File: config.mk
export PLATFORM = sky130hd
export DESIGN_NAME = pirq_hub
export DESIGN_NICKNAME = d
export VERILOG_FILES = /design/src/rtl/pirq_pkg.sv /design/src/rtl/pirq_sync.sv /design/src/rtl/pirq_regs.sv /design/src/rtl/pirq_route.sv /design/src/rtl/pirq_hub.sv
export SDC_FILE = /design/constraint.sdc
export NUM_CORES = 1
export LEC_CHECK = 0
export BUFFER_PORTS_ARGS = -buffer_cell sky130_fd_sc_hd__buf_2
export CORE_UTILIZATION = 38
export DETAILED_ROUTE_END_ITERATION = 7
export GPL_ROUTABILITY_DRIVEN = 0
export HOLD_SLACK_MARGIN = 0.08
export PLACE_DENSITY = 0.79
export SKIP_LAST_GASP = 1
export SYNTH_ARGS = -nofsm -noshare
export SYNTH_HDL_FRONTEND = slang
export SYNTH_SLANG_ARGS = --single-unit
File: constraint.sdc
create_clock -name clk -period 2.4 [get_ports clk]
set_clock_uncertainty 0.2 [all_clocks]
set_input_delay 0.24 -clock clk [delete_from_list [all_inputs] [get_ports clk]]
set_output_delay 0.24 -clock clk [all_outputs]
set_load 0.005 [all_outputs]
File: src/rtl/pirq_pkg.sv
package pirq_pkg;

    localparam int REG_W   = 32;
    localparam int LINES   = 4;
    localparam int EVT_N   = 6;

    // control bit positions
    localparam int CB_BUSRST = 31;
    localparam int CB_SYSIE  = 27;
    localparam int CB_PAREN  = 26;
    localparam int CB_ERRIE  = 25;
    localparam int CB_ERRRSP = 24;

    // status field positions
    localparam int SB_MODE   = 24;
    localparam int SB_EVT    = 12;
    localparam int SB_LVL    = 8;

    typedef enum logic [1:0] {
        MODE_SHARED     = 2'd0,
        MODE_SHARED_DMA = 2'd1,
        MODE_SPLIT      = 2'd2,
        MODE_SPLIT_DMA  = 2'd3
    } mode_e;

    // packed so that bit 5 lands on status 17 and bit 0 on status 12
    typedef struct packed {
        logic sys;
        logic ddone;
        logic derr;
        logic mabt;
        logic tabt;
        logic par;
    } evt_t;

    typedef struct packed {
        logic             bus_rst;
        logic             sys_ie;
        logic             par_en;
        logic             err_ie;
        logic             err_rsp;
        logic [LINES-1:0] line_en;
    } ctrl_t;

    function automatic logic [REG_W-1:0] ctrl_to_word(input ctrl_t c);
        logic [REG_W-1:0] w;
        w = '0;
        w[CB_BUSRST]   = c.bus_rst;
        w[CB_SYSIE]    = c.sys_ie;
        w[CB_PAREN]    = c.par_en;
        w[CB_ERRIE]    = c.err_ie;
        w[CB_ERRRSP]   = c.err_rsp;
        w[LINES-1:0]   = c.line_en;
        return w;
    endfunction

    function automatic ctrl_t word_to_ctrl(input logic [REG_W-1:0] w);
        ctrl_t c;
        c.bus_rst = w[CB_BUSRST];
        c.sys_ie  = w[CB_SYSIE];
        c.par_en  = w[CB_PAREN];
        c.err_ie  = w[CB_ERRIE];
        c.err_rsp = w[CB_ERRRSP];
        c.line_en = w[LINES-1:0];
        return c;
    endfunction

    function automatic logic [REG_W-1:0] status_word(input logic [1:0] mode,
                                                     input evt_t flags,
                                                     input logic [LINES-1:0] lvl_n);
        logic [REG_W-1:0] w;
        w = '0;
        w[SB_MODE +: 2]     = mode;
        w[SB_EVT +: EVT_N]  = flags;
        w[SB_LVL +: LINES]  = lvl_n;
        return w;
    endfunction

endpackage

File: src/rtl/pirq_sync.sv
module pirq_sync #(
    parameter int              WIDTH   = 4,
    parameter int              STAGES  = 2,
    parameter logic [WIDTH-1:0] RST_VAL = '1
) (
    input  logic             clk,
    input  logic             rst,
    input  logic [WIDTH-1:0] d_i,
    output logic [WIDTH-1:0] q_o
);
    logic [WIDTH-1:0] chain_q [STAGES];

    always_ff @(posedge clk) begin
        if (rst) begin
            for (int s = 0; s < STAGES; s++) chain_q[s] <= RST_VAL;
        end else begin
            chain_q[0] <= d_i;
            for (int s = 1; s < STAGES; s++) chain_q[s] <= chain_q[s-1];
        end
    end

    assign q_o = chain_q[STAGES-1];
endmodule

File: src/rtl/pirq_regs.sv
module pirq_regs
    import pirq_pkg::*;
(
    input  logic             clk,
    input  logic             rst,
    input  logic             wr_i,
    input  logic             sel_i,
    input  logic [REG_W-1:0] wdata_i,
    input  evt_t             evt_i,
    output ctrl_t            ctrl_o,
    output evt_t             flags_o
);
    ctrl_t             ctrl_q;
    logic [EVT_N-1:0]  flag_q;
    logic [EVT_N-1:0]  clr_mask;
    logic              unused_wbits;

    assign clr_mask = (wr_i && sel_i) ? wdata_i[SB_EVT +: EVT_N] : '0;
    assign unused_wbits = ^{wdata_i[30:28], wdata_i[23:18], wdata_i[11:4]};

    always_ff @(posedge clk) begin
        if (rst) begin
            ctrl_q <= '0;
            flag_q <= '0;
        end else begin
            if (wr_i && !sel_i) ctrl_q <= word_to_ctrl(wdata_i);
            // a pulse arriving with the clear keeps its flag
            flag_q <= (flag_q & ~clr_mask) | evt_i;
        end
    end

    assign ctrl_o  = ctrl_q;
    assign flags_o = evt_t'(flag_q);


    evt_set_chk: assert property (@(posedge clk) disable iff (rst)
        (evt_i != '0) |=> ((flag_q & $past(evt_i)) == $past(evt_i)));


    w1c_clear_chk: assert property (@(posedge clk) disable iff (rst)
        (wr_i && sel_i && evt_i == '0) |=> ((flag_q & $past(wdata_i[SB_EVT +: EVT_N])) == '0));


    bus_rst_chk: assert property (@(posedge clk) disable iff (rst)
        (wr_i && !sel_i) |=> (ctrl_q.bus_rst == $past(wdata_i[CB_BUSRST])));
endmodule

File: src/rtl/pirq_route.sv
module pirq_route
    import pirq_pkg::*;
(
    input  logic             clk,
    input  logic             rst,
    input  logic [1:0]       mode_i,
    input  logic [LINES-1:0] line_en_i,
    input  logic             err_ie_i,
    input  logic             sys_ie_i,
    input  evt_t             flags_i,
    input  logic [LINES-1:0] lvl_n_i,
    output logic             shared_o,
    output logic [LINES-1:0] line_o,
    output logic             dma_o
);
    logic [LINES-1:0] pend;
    logic             err_irq, dma_irq, dma_sep, split, merged_extra;

    assign pend     = ~lvl_n_i & line_en_i;
    assign err_irq  = (err_ie_i & (flags_i.mabt | flags_i.tabt | flags_i.par))
                    | (sys_ie_i & flags_i.sys);
    assign dma_irq  = flags_i.ddone | flags_i.derr;
    assign dma_sep  = mode_i[0];
    assign split    = mode_i[1];
    assign merged_extra = err_irq | (dma_irq & ~dma_sep);

    always_comb begin
        shared_o = 1'b0;
        line_o   = '0;
        if (split) begin
            line_o    = pend;
            line_o[0] = pend[0] | merged_extra;
        end else begin
            shared_o  = (|pend) | merged_extra;
        end
    end

    assign dma_o = dma_sep & dma_irq;


    dma_even_quiet_chk: assert property (@(posedge clk) disable iff (rst)
        !mode_i[0] |-> !dma_o);


    split_no_shared_chk: assert property (@(posedge clk) disable iff (rst)
        mode_i[1] |-> !shared_o);


    shared_no_lines_chk: assert property (@(posedge clk) disable iff (rst)
        !mode_i[1] |-> (line_o == '0));


    err_gate_chk: assert property (@(posedge clk) disable iff (rst)
        (mode_i == MODE_SHARED_DMA && !err_ie_i && !sys_ie_i && lvl_n_i == '1) |-> !shared_o);
endmodule

File: src/rtl/pirq_hub.sv
module pirq_hub
    import pirq_pkg::*;
#(
    parameter int SYNC_STAGES = 2
) (
    input  logic             clk,
    input  logic             rst,
    input  logic [1:0]       irq_mode_i,
    input  logic [3:0]       intx_n_i,
    input  logic             dma_done_i,
    input  logic             dma_err_i,
    input  logic             sys_err_i,
    input  logic             mst_abort_i,
    input  logic             tgt_abort_i,
    input  logic             par_err_i,
    input  logic             reg_wr_i,
    input  logic             reg_sel_i,
    input  logic [31:0]      reg_wdata_i,
    output logic [31:0]      reg_rdata_o,
    output logic             irq_shared_o,
    output logic [3:0]       irq_line_o,
    output logic             irq_dma_o,
    output logic             bus_rst_o
);
    logic [LINES-1:0] lvl_n;
    ctrl_t            ctrl;
    evt_t             flags;
    evt_t             evt_in;

    assign evt_in = '{sys:   sys_err_i,
                      ddone: dma_done_i,
                      derr:  dma_err_i,
                      mabt:  mst_abort_i,
                      tabt:  tgt_abort_i,
                      par:   par_err_i};

    pirq_sync #(.WIDTH(LINES), .STAGES(SYNC_STAGES), .RST_VAL({LINES{1'b1}})) sync_i (
        .clk (clk),
        .rst (rst),
        .d_i (intx_n_i),
        .q_o (lvl_n)
    );

    pirq_regs regs_i (
        .clk     (clk),
        .rst     (rst),
        .wr_i    (reg_wr_i),
        .sel_i   (reg_sel_i),
        .wdata_i (reg_wdata_i),
        .evt_i   (evt_in),
        .ctrl_o  (ctrl),
        .flags_o (flags)
    );

    pirq_route route_i (
        .clk       (clk),
        .rst       (rst),
        .mode_i    (irq_mode_i),
        .line_en_i (ctrl.line_en),
        .err_ie_i  (ctrl.err_ie),
        .sys_ie_i  (ctrl.sys_ie),
        .flags_i   (flags),
        .lvl_n_i   (lvl_n),
        .shared_o  (irq_shared_o),
        .line_o    (irq_line_o),
        .dma_o     (irq_dma_o)
    );

    assign reg_rdata_o = reg_sel_i ? status_word(irq_mode_i, flags, lvl_n)
                                   : ctrl_to_word(ctrl);
    assign bus_rst_o   = ctrl.bus_rst;
endmodule

==> impl_metrics.tcl <==
set metrics [dict create \
    grt_pass1_wl_um 4050 \
    antenna_found_initial 0 \
    cts_made_buffers 3 \
    pre_cts_slack_ns 0.8108 \
    ys_ff_latch 23 \
    yosys.area.top_type "dfxtp_1" \
    fin_crit_ns 1.791 \
    pwr-share-comb_pct 20.2 \
    clk_latency_ns 0.31 \
    yosysTopAreaCellShare_pct 43.04 \
    worstMarginPinSlew_ns 0.6164 \
    finish.net_count 259 \
    p_sw_share_pct 25.65 \
    syn_to_final_growth_pct 47.84 \
    power.internal_uw 550.4 \
    synth_area_leaders "dfxtp_1 43%, buf_4 9.1%, a21oi_1 7.5%" \
    crit_arrival_ns 1.35 \
    syn_area_per_cell_um2 8.043 \
    avgViaCountPerCell 4.525 \
    core_area_um2 2567 \
    drtAntennaViolNets 0 \
    mostFrequentLayoutCells "56 x buf_2, 25 x dlygate4sd3_1, 23 x dfxtp_1" \
    htreeDepth 1 \
    p_clk_share_pct 23.8 \
    slew_violations 0 \
    slew-limit-headroom_pct 58.82 \
    rsz0062_at_grt "false" \
    synthCells 133 \
    dieArea_um2 3032 \
    synthesis.area_um2 1070 \
    cts_buffer_depth 2 \
    cts.root.buffer_cell "clkbuf_4" \
    dp_hpwl_um 1711 \
    grt_max_degree 28 \
    synth_seq_area_share_pct 43.04 \
    clk_pin_slew_ns 0.12 \
    routedWlPerCell_um 11.38 \
    final_core_util_pct 61.60 \
    die_h_um 55.06 \
    ir_drop_mv 0.3340 \
    start_util_pct 41.67 \
    clock-sinks 23 \
    cts_tree "built" \
    finalSetupViolCount 0 \
    antenna-diode-count 0 \
    die_width_um 55.06 \
    worst-endpoint-required_ns 1.96 \
    setup_slack_ns 0.6088 \
    layout_commonest_cell "buf_2" \
    drt-pass1-iter-count 4 \
    cp-end-kind "output pin" \
    timing.final.crit_share_pct 74.63 \
    hold_slack_ns 0.1158 \
    max_freq_mhz 558.3 \
    num_rows 18 \
    grt_pass1_vias 935 \
    netlist-cell-type-count 20 \
    grt_remaining_overflow 0 \
    drc_errors 0 \
    yosysWarnings 0 \
    hold_violations 0 \
    vias 1086 \
    seq_power_share_pct 56.0 \
    drtIter0Drc 11 \
    power_density_nw_per_um2 468.0 \
    ios 87 \
    outcome "completed" \
    startpoint_type "flop" \
    io_buffers 56 \
    cp_max_fo 3 \
    fin_tns_setup_ns 0 \
    drive_gt1_share_pct 33.33 \
    post_cts_resized 0 \
    p_leak_nw 0.7995 \
    finalWirelength_um 2730 \
    path_class "reg2out" \
    track_usage_pct 18.97 \
    hp-class "in2reg" \
    netSwitchingPower_uw 189.8 \
    drv_cap 0 \
    fillers 234 \
]
## synth_stat cells
library cell / number
clkbuf_2: 2
nand2b_1: 2
inv_1: 3
or2_2: 8
clkbuf_1: 3
o31ai_1: 1
nand3_1: 6
conb_1: 1
a21oi_1: 16
and3_1: 3
mux2_2: 2
buf_4: 13
nor2b_1: 10
dfxtp_1: 23
buf_2: 2
o2111a_1: 1
a222oi_1: 1
nor2_1: 7
and2_1: 10
nand2_1: 19
## metrics by stage
| step | area [um2] | total power [mW] | instances |
|---|---|---|---|
| final | 1582 | 0.7402 | 240 |
| after global routing | 1582 | 0.7841 | 240 |
| after CTS | 1582 | 0.7408 | 240 |
| after detailed placement | 1304 | 0.5361 | 211 |
| after global placement | 1304 | 0.5336 | 211 |
| after floorplan | 1115 | 0.4967 | 145 |
## per-layer routing
layer | vias to the layer above | track usage [%] | routed length, um
li1 | 554 | - | -
met1 | 479 | 23.38 | 1207
met2 | 49 | 32.53 | 1317
met3 | 4 | 4.918 | 183
met4 | 0 | 5.000 | 22
met5 | - | 0 | 0
## sequential cells by signal, indices dropped and copies added, names as in the netlist
name            flops
regs_i.ctrl_o       9
sync_i.chain_q      8
regs_i.flags_o      6
## area by class of cell
type                       count  area, um2  area share, %
timing repair buffer          81      530.5          33.54
multi-input combinational     99      514.2          32.52
sequential                    23      460.4          29.11
tap                           30      37.54          2.373
clock buffer                   3      22.52          1.424
inverter                       3      11.26         0.7120
clock inverter                 1      5.005         0.3165
## power groups by stage
stage                     clock [mW]  sequential [mW]  combinational, mW
after floorplan                    0            0.419             0.0777
after global placement             0            0.422              0.112
after detailed placement           0            0.423              0.113
after CTS                      0.179            0.414              0.147
after global routing           0.198            0.417              0.168
final                          0.176            0.415              0.150
## cells by family after synthesis
family | share of synthesized area [%]
AND/OR/NAND/NOR | 31.23
flip-flops | 43.04
AO/OA/AOI/OAI | 10.18
buffers and inverters | 13.10
other | 0.3505
multiplexers | 2.105
## timing repair
| item | 4_1_cts | 5_1_grt |
|---|---|---|
| setup buffers | 0 | 0 |
| hold buffers | 25 | 0 |
| endpoints found under the hold margin | 19 | 0 |
## worst max-delay path, stage by stage (launching register included)
cell and delay [ns]:
dfxtp_1 0.35, o31ai_1 0.23, o2111a_1 0.26, a21oi_1 0.07, buf_2 0.13
## final timing paths
| path | startpoint | end | slack [ns] | depth (start not counted) |
|---|---|---|---|---|
| max | regs_i.flags_o[1] | irq_shared_o | 0.61 | 4 |
| min | rst | regs_i.flags_o[0] | 0.12 | 2 |
| max reg2reg | regs_i.flags_o[5] | regs_i.flags_o[5] | 0.97 | 3 |
| min reg2reg | sync_i.chain_q[0][1] | sync_i.chain_q[0][5] | 0.22 | 1 |
(Power assumes the default switching activity.)
